File: src/rtl/ecc_log_pkg.sv
// Shared constants for the ECC error logger: status bit positions and I/O offsets.
package ecc_log_pkg;
    // Status register bit positions; software decodes these.
    localparam int ST_MULTI  = 0;  // further errors seen after the first
    localparam int ST_SINGLE = 1;  // first error was a corrected single-bit error
    localparam int ST_DOUBLE = 3;  // first error was an uncorrectable double-bit error
    localparam int ST_SYN_LO = 5;  // syndrome field starts here

    // Decoded action for one cycle of the logger.
    typedef enum logic [1:0] {
        ACT_IDLE  = 2'd0,
        ACT_FIRST = 2'd1,
        ACT_MORE  = 2'd2,
        ACT_CLEAR = 2'd3
    } log_act_e;
endpackage

File: src/rtl/ecc_log_ctrl.sv
// Decides per cycle what the log does: load a first error, flag a further one,
// clear, or hold. Assumes err_vld and the clear request are single-cycle qualified.
// A clear and an error in the same cycle give a fresh first load.
module ecc_log_ctrl
    import ecc_log_pkg::*;
(
    input  logic     err_vld,
    input  logic     clr_req,
    input  logic     logged,
    output log_act_e act
);
    // Priority: an error beside a clear restarts the log, else clear, else flag.
    always_comb begin
        if (err_vld && (clr_req || !logged)) act = ACT_FIRST;
        else if (clr_req)                    act = ACT_CLEAR;
        else if (err_vld)                    act = ACT_MORE;
        else                                 act = ACT_IDLE;
    end
endmodule

File: src/rtl/ecc_log_status.sv
// Holds the class bits, the sticky multiple-error flag and the syndrome, and
// packs them into the status word. Assumes STAT_W >= ST_SYN_LO + SYN_W.
module ecc_log_status
    import ecc_log_pkg::*;
#(
    parameter int SYN_W  = 7,
    parameter int STAT_W = 12
) (
    input  logic              clk,
    input  logic              rst_n,
    input  log_act_e          act,
    input  logic              err_dbl,
    input  logic [SYN_W-1:0]  err_syn,
    output logic [STAT_W-1:0] status,
    output logic              logged
);
    logic             sgl_q, dbl_q, multi_q;
    logic [SYN_W-1:0] syn_q;

    // Update the status fields according to the cycle's action.
    always_ff @(posedge clk) begin
        if (!rst_n) begin
            sgl_q   <= 1'b0;
            dbl_q   <= 1'b0;
            multi_q <= 1'b0;
            syn_q   <= '0;
        end else begin
            case (act)
                ACT_FIRST: begin
                    sgl_q   <= !err_dbl;
                    dbl_q   <= err_dbl;
                    multi_q <= 1'b0;
                    syn_q   <= err_syn;
                end
                ACT_CLEAR: begin
                    sgl_q   <= 1'b0;
                    dbl_q   <= 1'b0;
                    multi_q <= 1'b0;
                    syn_q   <= '0;
                end
                ACT_MORE:  multi_q <= 1'b1;
                default:   ;
            endcase
        end
    end

    // Pack fields into their fixed bit positions; unused bits stay zero.
    always_comb begin
        status                        = '0;
        status[ST_MULTI]              = multi_q;
        status[ST_SINGLE]             = sgl_q;
        status[ST_DOUBLE]             = dbl_q;
        status[ST_SYN_LO +: SYN_W]    = syn_q;
    end

    // The log is occupied once either class bit is set.
    assign logged = sgl_q | dbl_q;
endmodule

File: src/rtl/ecc_log_addr.sv
// Address register of the first failing read. Loads on a first error, zeroes on clear.
module ecc_log_addr
    import ecc_log_pkg::*;
#(
    parameter int ADDR_W = 32
) (
    input  logic              clk,
    input  logic              rst_n,
    input  log_act_e          act,
    input  logic [ADDR_W-1:0] err_addr,
    output logic [ADDR_W-1:0] addr_q
);
    // Capture only the first failing address; later errors leave it alone.
    always_ff @(posedge clk) begin
        if (!rst_n)                 addr_q <= '0;
        else if (act == ACT_FIRST)  addr_q <= err_addr;
        else if (act == ACT_CLEAR)  addr_q <= '0;
    end
endmodule

File: src/rtl/ecc_log_rdmux.sv
// Read-port multiplexer: selects address or status by offset, zero-extending to IO_W.
// Assumes IO_W is at least ADDR_W and STAT_W. Unmapped offsets read zero.
module ecc_log_rdmux #(
    parameter int ADDR_W   = 32,
    parameter int STAT_W   = 12,
    parameter int OFF_W    = 2,
    parameter int IO_W     = 32,
    parameter int OFF_ADDR = 0,
    parameter int OFF_STAT = 1
) (
    input  logic [OFF_W-1:0]  rd_off,
    input  logic [ADDR_W-1:0] addr_q,
    input  logic [STAT_W-1:0] status,
    output logic [IO_W-1:0]   rd_data
);
    localparam logic [OFF_W-1:0] SEL_ADDR = OFF_W'(OFF_ADDR);
    localparam logic [OFF_W-1:0] SEL_STAT = OFF_W'(OFF_STAT);

    // Pick the register addressed by the read offset.
    always_comb begin
        if (rd_off == SEL_ADDR)      rd_data = IO_W'(addr_q);
        else if (rd_off == SEL_STAT) rd_data = IO_W'(status);
        else                         rd_data = '0;
    end
endmodule

File: src/rtl/ecc_err_log.sv
// Top of the ECC error logger. Logs the first ECC error in full, flags later
// ones, exposes both registers on a read port and clears them on a write to
// the clear offset. Assumes all inputs are synchronous to clk.
module ecc_err_log
    import ecc_log_pkg::*;
#(
    parameter int ADDR_W  = 32,
    parameter int SYN_W   = 7,
    parameter int STAT_W  = 12,
    parameter int OFF_W   = 2,
    parameter int IO_W    = 32,
    parameter int OFF_ADDR = 0,
    parameter int OFF_STAT = 1,
    parameter int OFF_CLR  = 3
) (
    input  logic              clk,
    input  logic              rst_n,
    input  logic              err_vld,
    input  logic              err_dbl,
    input  logic [SYN_W-1:0]  err_syn,
    input  logic [ADDR_W-1:0] err_addr,
    input  logic              io_wr_en,
    input  logic [OFF_W-1:0]  io_wr_off,
    input  logic [OFF_W-1:0]  io_rd_off,
    output logic [IO_W-1:0]   io_rd_data,
    output logic [STAT_W-1:0] dbg_status
);
    localparam logic [OFF_W-1:0] SEL_CLR = OFF_W'(OFF_CLR);

    logic              clr_req;
    logic              logged;
    log_act_e          act;
    logic [STAT_W-1:0] status;
    logic [ADDR_W-1:0] err_addr_q;

    // Decode the clear request from the write port.
    assign clr_req = io_wr_en && (io_wr_off == SEL_CLR);

    ecc_log_ctrl u_ctrl (
        .err_vld (err_vld),
        .clr_req (clr_req),
        .logged  (logged),
        .act     (act)
    );

    ecc_log_status #(.SYN_W(SYN_W), .STAT_W(STAT_W)) u_status (
        .clk     (clk),
        .rst_n   (rst_n),
        .act     (act),
        .err_dbl (err_dbl),
        .err_syn (err_syn),
        .status  (status),
        .logged  (logged)
    );

    ecc_log_addr #(.ADDR_W(ADDR_W)) u_addr (
        .clk      (clk),
        .rst_n    (rst_n),
        .act      (act),
        .err_addr (err_addr),
        .addr_q   (err_addr_q)
    );

    ecc_log_rdmux #(
        .ADDR_W(ADDR_W), .STAT_W(STAT_W), .OFF_W(OFF_W), .IO_W(IO_W),
        .OFF_ADDR(OFF_ADDR), .OFF_STAT(OFF_STAT)
    ) u_rdmux (
        .rd_off  (io_rd_off),
        .addr_q  (err_addr_q),
        .status  (status),
        .rd_data (io_rd_data)
    );

    // Debug view is the live status word.
    assign dbg_status = status;
endmodule

File: config.mk
export PLATFORM = sky130hd
export DESIGN_NAME = ecc_err_log
export DESIGN_NICKNAME = d
export VERILOG_FILES = /design/src/rtl/ecc_log_pkg.sv /design/src/rtl/ecc_log_ctrl.sv /design/src/rtl/ecc_log_status.sv /design/src/rtl/ecc_log_addr.sv /design/src/rtl/ecc_log_rdmux.sv /design/src/rtl/ecc_err_log.sv
export SDC_FILE = /design/constraint.sdc
export NUM_CORES = 1
export LEC_CHECK = 0
export ABC_CLOCK_PERIOD_IN_PS = 2050
export CELL_PAD_IN_SITES_DETAIL_PLACEMENT = 1
export CELL_PAD_IN_SITES_GLOBAL_PLACEMENT = 2
export CORE_MARGIN = 2
export CORE_UTILIZATION = 25
export DETAILED_ROUTE_END_ITERATION = 12
export HOLD_SLACK_MARGIN = 0.1
export PLACE_DENSITY_LB_ADDON = 0.1
export REMOVE_ABC_BUFFERS = 1
export SLEW_MARGIN = 20
export SYNTH_ARGS = -nofsm -noshare
export SYNTH_HDL_FRONTEND = slang
export SYNTH_SLANG_ARGS = --single-unit
File: constraint.sdc
create_clock -name clk -period 2.05 [get_ports clk]
set_input_delay 0.41 -clock clk [delete_from_list [all_inputs] [get_ports clk]]
set_output_delay 0.41 -clock clk [all_outputs]
set_load 0.03 [all_outputs]
==> summary by stage <==
Clock network
Clock-pin slew was measured on the worst setup and hold paths at 0.08 ns. The H-tree generated during clock tree synthesis spans 2 levels. The number of buffers inserted during clock tree synthesis is 5. The cell sitting at the root of the clock tree is a sky130_fd_sc_hd__clkbuf_8. The clock tree from TritonCTS is yes. The maximum buffer depth of the clock tree is 2. The post-cts hold buffer count is 0. In this run the post-CTS setup repair buffer count came out at 0. CTS saw 42 sinks. Gates resized during post-CTS repair numbered 1.

The clock reaches the later pin of the worst-skew pair after 0.29 ns.

Logic synthesis
Sequential cells were found to cover 39.4% of the synthesized design area. The async set-reset flop share out of synthesis is 0%. The average cell area after synthesis is 8.86 um2. The synthesized design contains 42 register bits. Counting distinct cell types in the post-synthesis netlist gives 21.

In this run, synthesis inferred 0 flip-flops with an integrated enable. Synthesis handed over a netlist of 241 instances. The prevailing post-synth register cell is sky130_fd_sc_hd__dfxtp_1. The number of warnings issued by yosys is 0. The synthesized area is 2140 um2.

Finish
The top cell types in the final layout, fill and taps aside, are 55 x sky130_fd_sc_hd__clkdlybuf4s50_1, 48 x sky130_fd_sc_hd__mux2i_1, 42 x sky130_fd_sc_hd__dfxtp_1. Cells with a size suffix above 1 make up 16.0% of the layout. Leaving out fill and tap cells, the most frequent cell in the layout is sky130_fd_sc_hd__clkdlybuf4s50_1.

The number of cells in the finished layout apart from fillers is 424. The post-synthesis to final-layout area growth is 43.2%. The post-layout net count is 367. The number of antenna diodes in the final layout is 0.

Setup path
The worst register-to-register path ends at u_addr.addr_q[2]. The worst-case reg-to-reg path depth is 4. The critical path class is in2out.

The worst reg2reg path startpoint is u_status.dbl_q. Data on the critical path is required at its endpoint by 1.64 ns. The category of the worst setup path capture point is a primary output.

In this run the register-to-register setup slack is 0.80 ns. STA classifies the critical path startpoint as an input pin. Data on the critical path arrives at its endpoint at 1.58 ns. The largest fanout on the critical path is 10. In this run the worst setup path begins at io_rd_off[0].

Hold path
The number of stages on the worst hold path is 2. The worst hold path terminates at u_addr.addr_q[19]. The worst hold path begins at u_addr.addr_q[19]. The worst hold path belongs to the class reg2reg.

Floorplanning
92 I/O pins were placed. The die covers 9300 um2. The number of standard-cell rows in the floorplan is 33. Measured along the y axis, the die boundary spans 96.4 um. The core box area is 8260 um2. The initial utilization of the core area, before any placement, comes to 25.9%. The die span in x is 96.4 um.

Drt
Once detail routing completed, the nets flagged for antenna violations numbered 0. In this run, the number of DRC markers left after iteration 0 of detailed routing was 33. Dividing the detail-routed via count by the number of cells gives 4.47. The via count of the routed design is 1894. The post-route DRC violation count is 0.

The number of detailed-route iterations in the first pass is 4. The final layout contains routed wiring with a total length of 5.86 mm. The wire length per cell is 13.8 um.

STA
The final setup slack of the worst path is 0.0606 ns. The number of slew-limit violations in the final report is 0. Summed over all failing endpoints, the final setup total negative slack is 0 ns. Derived from the worst setup path, the maximum achievable clock frequency is 0.503 GHz.

The share of the clock period used by the worst path is 97.0%. The minimum clock period after layout is 1.99 ns. Setup violations remaining at the end of the flow were counted as 0. Setup repair after global routing left no endpoint under its margin. The count of final hold-check violations came to 0. The worst clock skew is 0.00774 ns.

Power and ir drop
Per report_power, the sequential group accounts for 48.5% of the total. In this run switching power makes up 28.3% of total power. The internal power is 1.31 mW. In this run the static leakage power is 1.34 nW. The total power per unit cell area is 597 nW/um2. Of the total power, the clock network draws 28.2%. IR analysis of the VDD net gives a maximum drop of 0.200 mV. The net switching power is 0.517 mW. The combinational share of power is 23.3%.

Run status
The run finished with clean final reports.

Place
The final weighted congestion of routability-driven global placement is 0.643. Timing analysis after detailed placement gives a worst setup slack of 0.0264 ns. The instance count after placement with tap cells included is 417. The number of port buffers is 89.

The final HPWL from detailed placement is 3.95 mm.

Global routing
Entering global routing, the biggest net connects 83 pins. The via count of the first global-routing pass is 1853. The initial antenna violation count came to 0. The remaining global-route overflow is 0.

The first global-routing pass estimated 9.10 mm of wire. For this run, the total global-route usage over all layers was measured as 12.6%.

Flow run
The reported max-cap violation count is 0.
[synth_stat cells, types with 2 or more instances]
cell type,instances,share of area [%]
sky130_fd_sc_hd__buf_2,2,0.47
sky130_fd_sc_hd__nand2_1,39,6.9
sky130_fd_sc_hd__clkbuf_8,2,1.3
sky130_fd_sc_hd__clkbuf_1,13,2.3
sky130_fd_sc_hd__buf_4,5,1.8
sky130_fd_sc_hd__and2_1,23,6.7
sky130_fd_sc_hd__dfxtp_1,42,39
sky130_fd_sc_hd__mux2i_1,49,23
sky130_fd_sc_hd__nand3_1,41,9.6
sky130_fd_sc_hd__nor2_1,11,1.9
sky130_fd_sc_hd__buf_8,4,2.8
[metrics by stage]
stage | power (mW) | utilization, % | instance area (um2) | hold slack [ns]
after floorplan | 1.10 | - | 1940 | 0.433
final | 1.82 | 37.0 | 3060 | 0.457
after CTS | 1.87 | 37.0 | 3050 | 0.463
after detailed placement | 1.34 | 36.0 | 2970 | 0.451
after global routing | 1.93 | 37.0 | 3060 | 0.486
after global placement | 1.33 | 36.0 | 2970 | 0.442
[cells by family after synthesis]
| logic type | count (synthesis) | synth area share (%) |
|---|---|---|
| AO/OA/AOI/OAI | 5 | 2.17 |
| buffers and inverters | 27 | 9.14 |
| flip-flops | 42 | 39.4 |
| multiplexers | 49 | 23.0 |
| other | 1 | 0.176 |
| AND/OR/NAND/NOR | 117 | 26.2 |
[flip-flops by register name (all words and copies together), names as in the netlist]
register and flops:
u_status.multi_q 1, u_status.syn_q 7, u_status.dbl_q 1, u_status.sgl_q 1
u_addr.addr_q 32
[power by group through the flow]
| stage | combinational [mW] | clock, mW | sequential [mW] |
|---|---|---|---|
| floorplan | 0.178 | 0 | 0.920 |
| global placement | 0.431 | 0 | 0.904 |
| detailed placement | 0.434 | 0 | 0.904 |
| CTS | 0.435 | 0.547 | 0.886 |
| global route | 0.460 | 0.581 | 0.891 |
| finish | 0.426 | 0.514 | 0.885 |
[critical path: stages]
cell and delay, ns:
sky130_fd_sc_hd__clkdlybuf4s50_1 0.49, sky130_fd_sc_hd__buf_6 0.19, sky130_fd_sc_hd__mux2i_2 0.26, sky130_fd_sc_hd__nor2_1 0.06, sky130_fd_sc_hd__buf_4 0.16
[layout make-up]
| type | instances | area [um2] |
|---|---|---|
| Tap cell | 105 | 131 |
| Clock buffer | 7 | 76.3 |
| Timing Repair Buffer | 97 | 902 |
| Sequential cell | 42 | 841 |
| Multi-Input combinational cell | 173 | 1110 |
| Fill cell | 986 | 5200 |
[worst max-delay path by stage]
stage                        to  depth (start not counted)
3_5_place_dp      io_rd_data[5]                          5
6_report          io_rd_data[5]                          5
4_1_cts           io_rd_data[5]                          5
3_3_place_gp      io_rd_data[5]                          5
2_1_floorplan  u_addr.addr_q[0]                          3
5_1_grt           io_rd_data[5]                          5
[metal layers]
layer  part of all wire (%)  GRT usage [%]  up-vias
li1                       -              -      950
met2                     48           21.7       58
met5                      0              0        -
met4                   0.72           2.82        0
met1                     44           15.7      881
met3                    7.5           3.65        5
No activity file was read; power rests on OpenSTA's default activity.
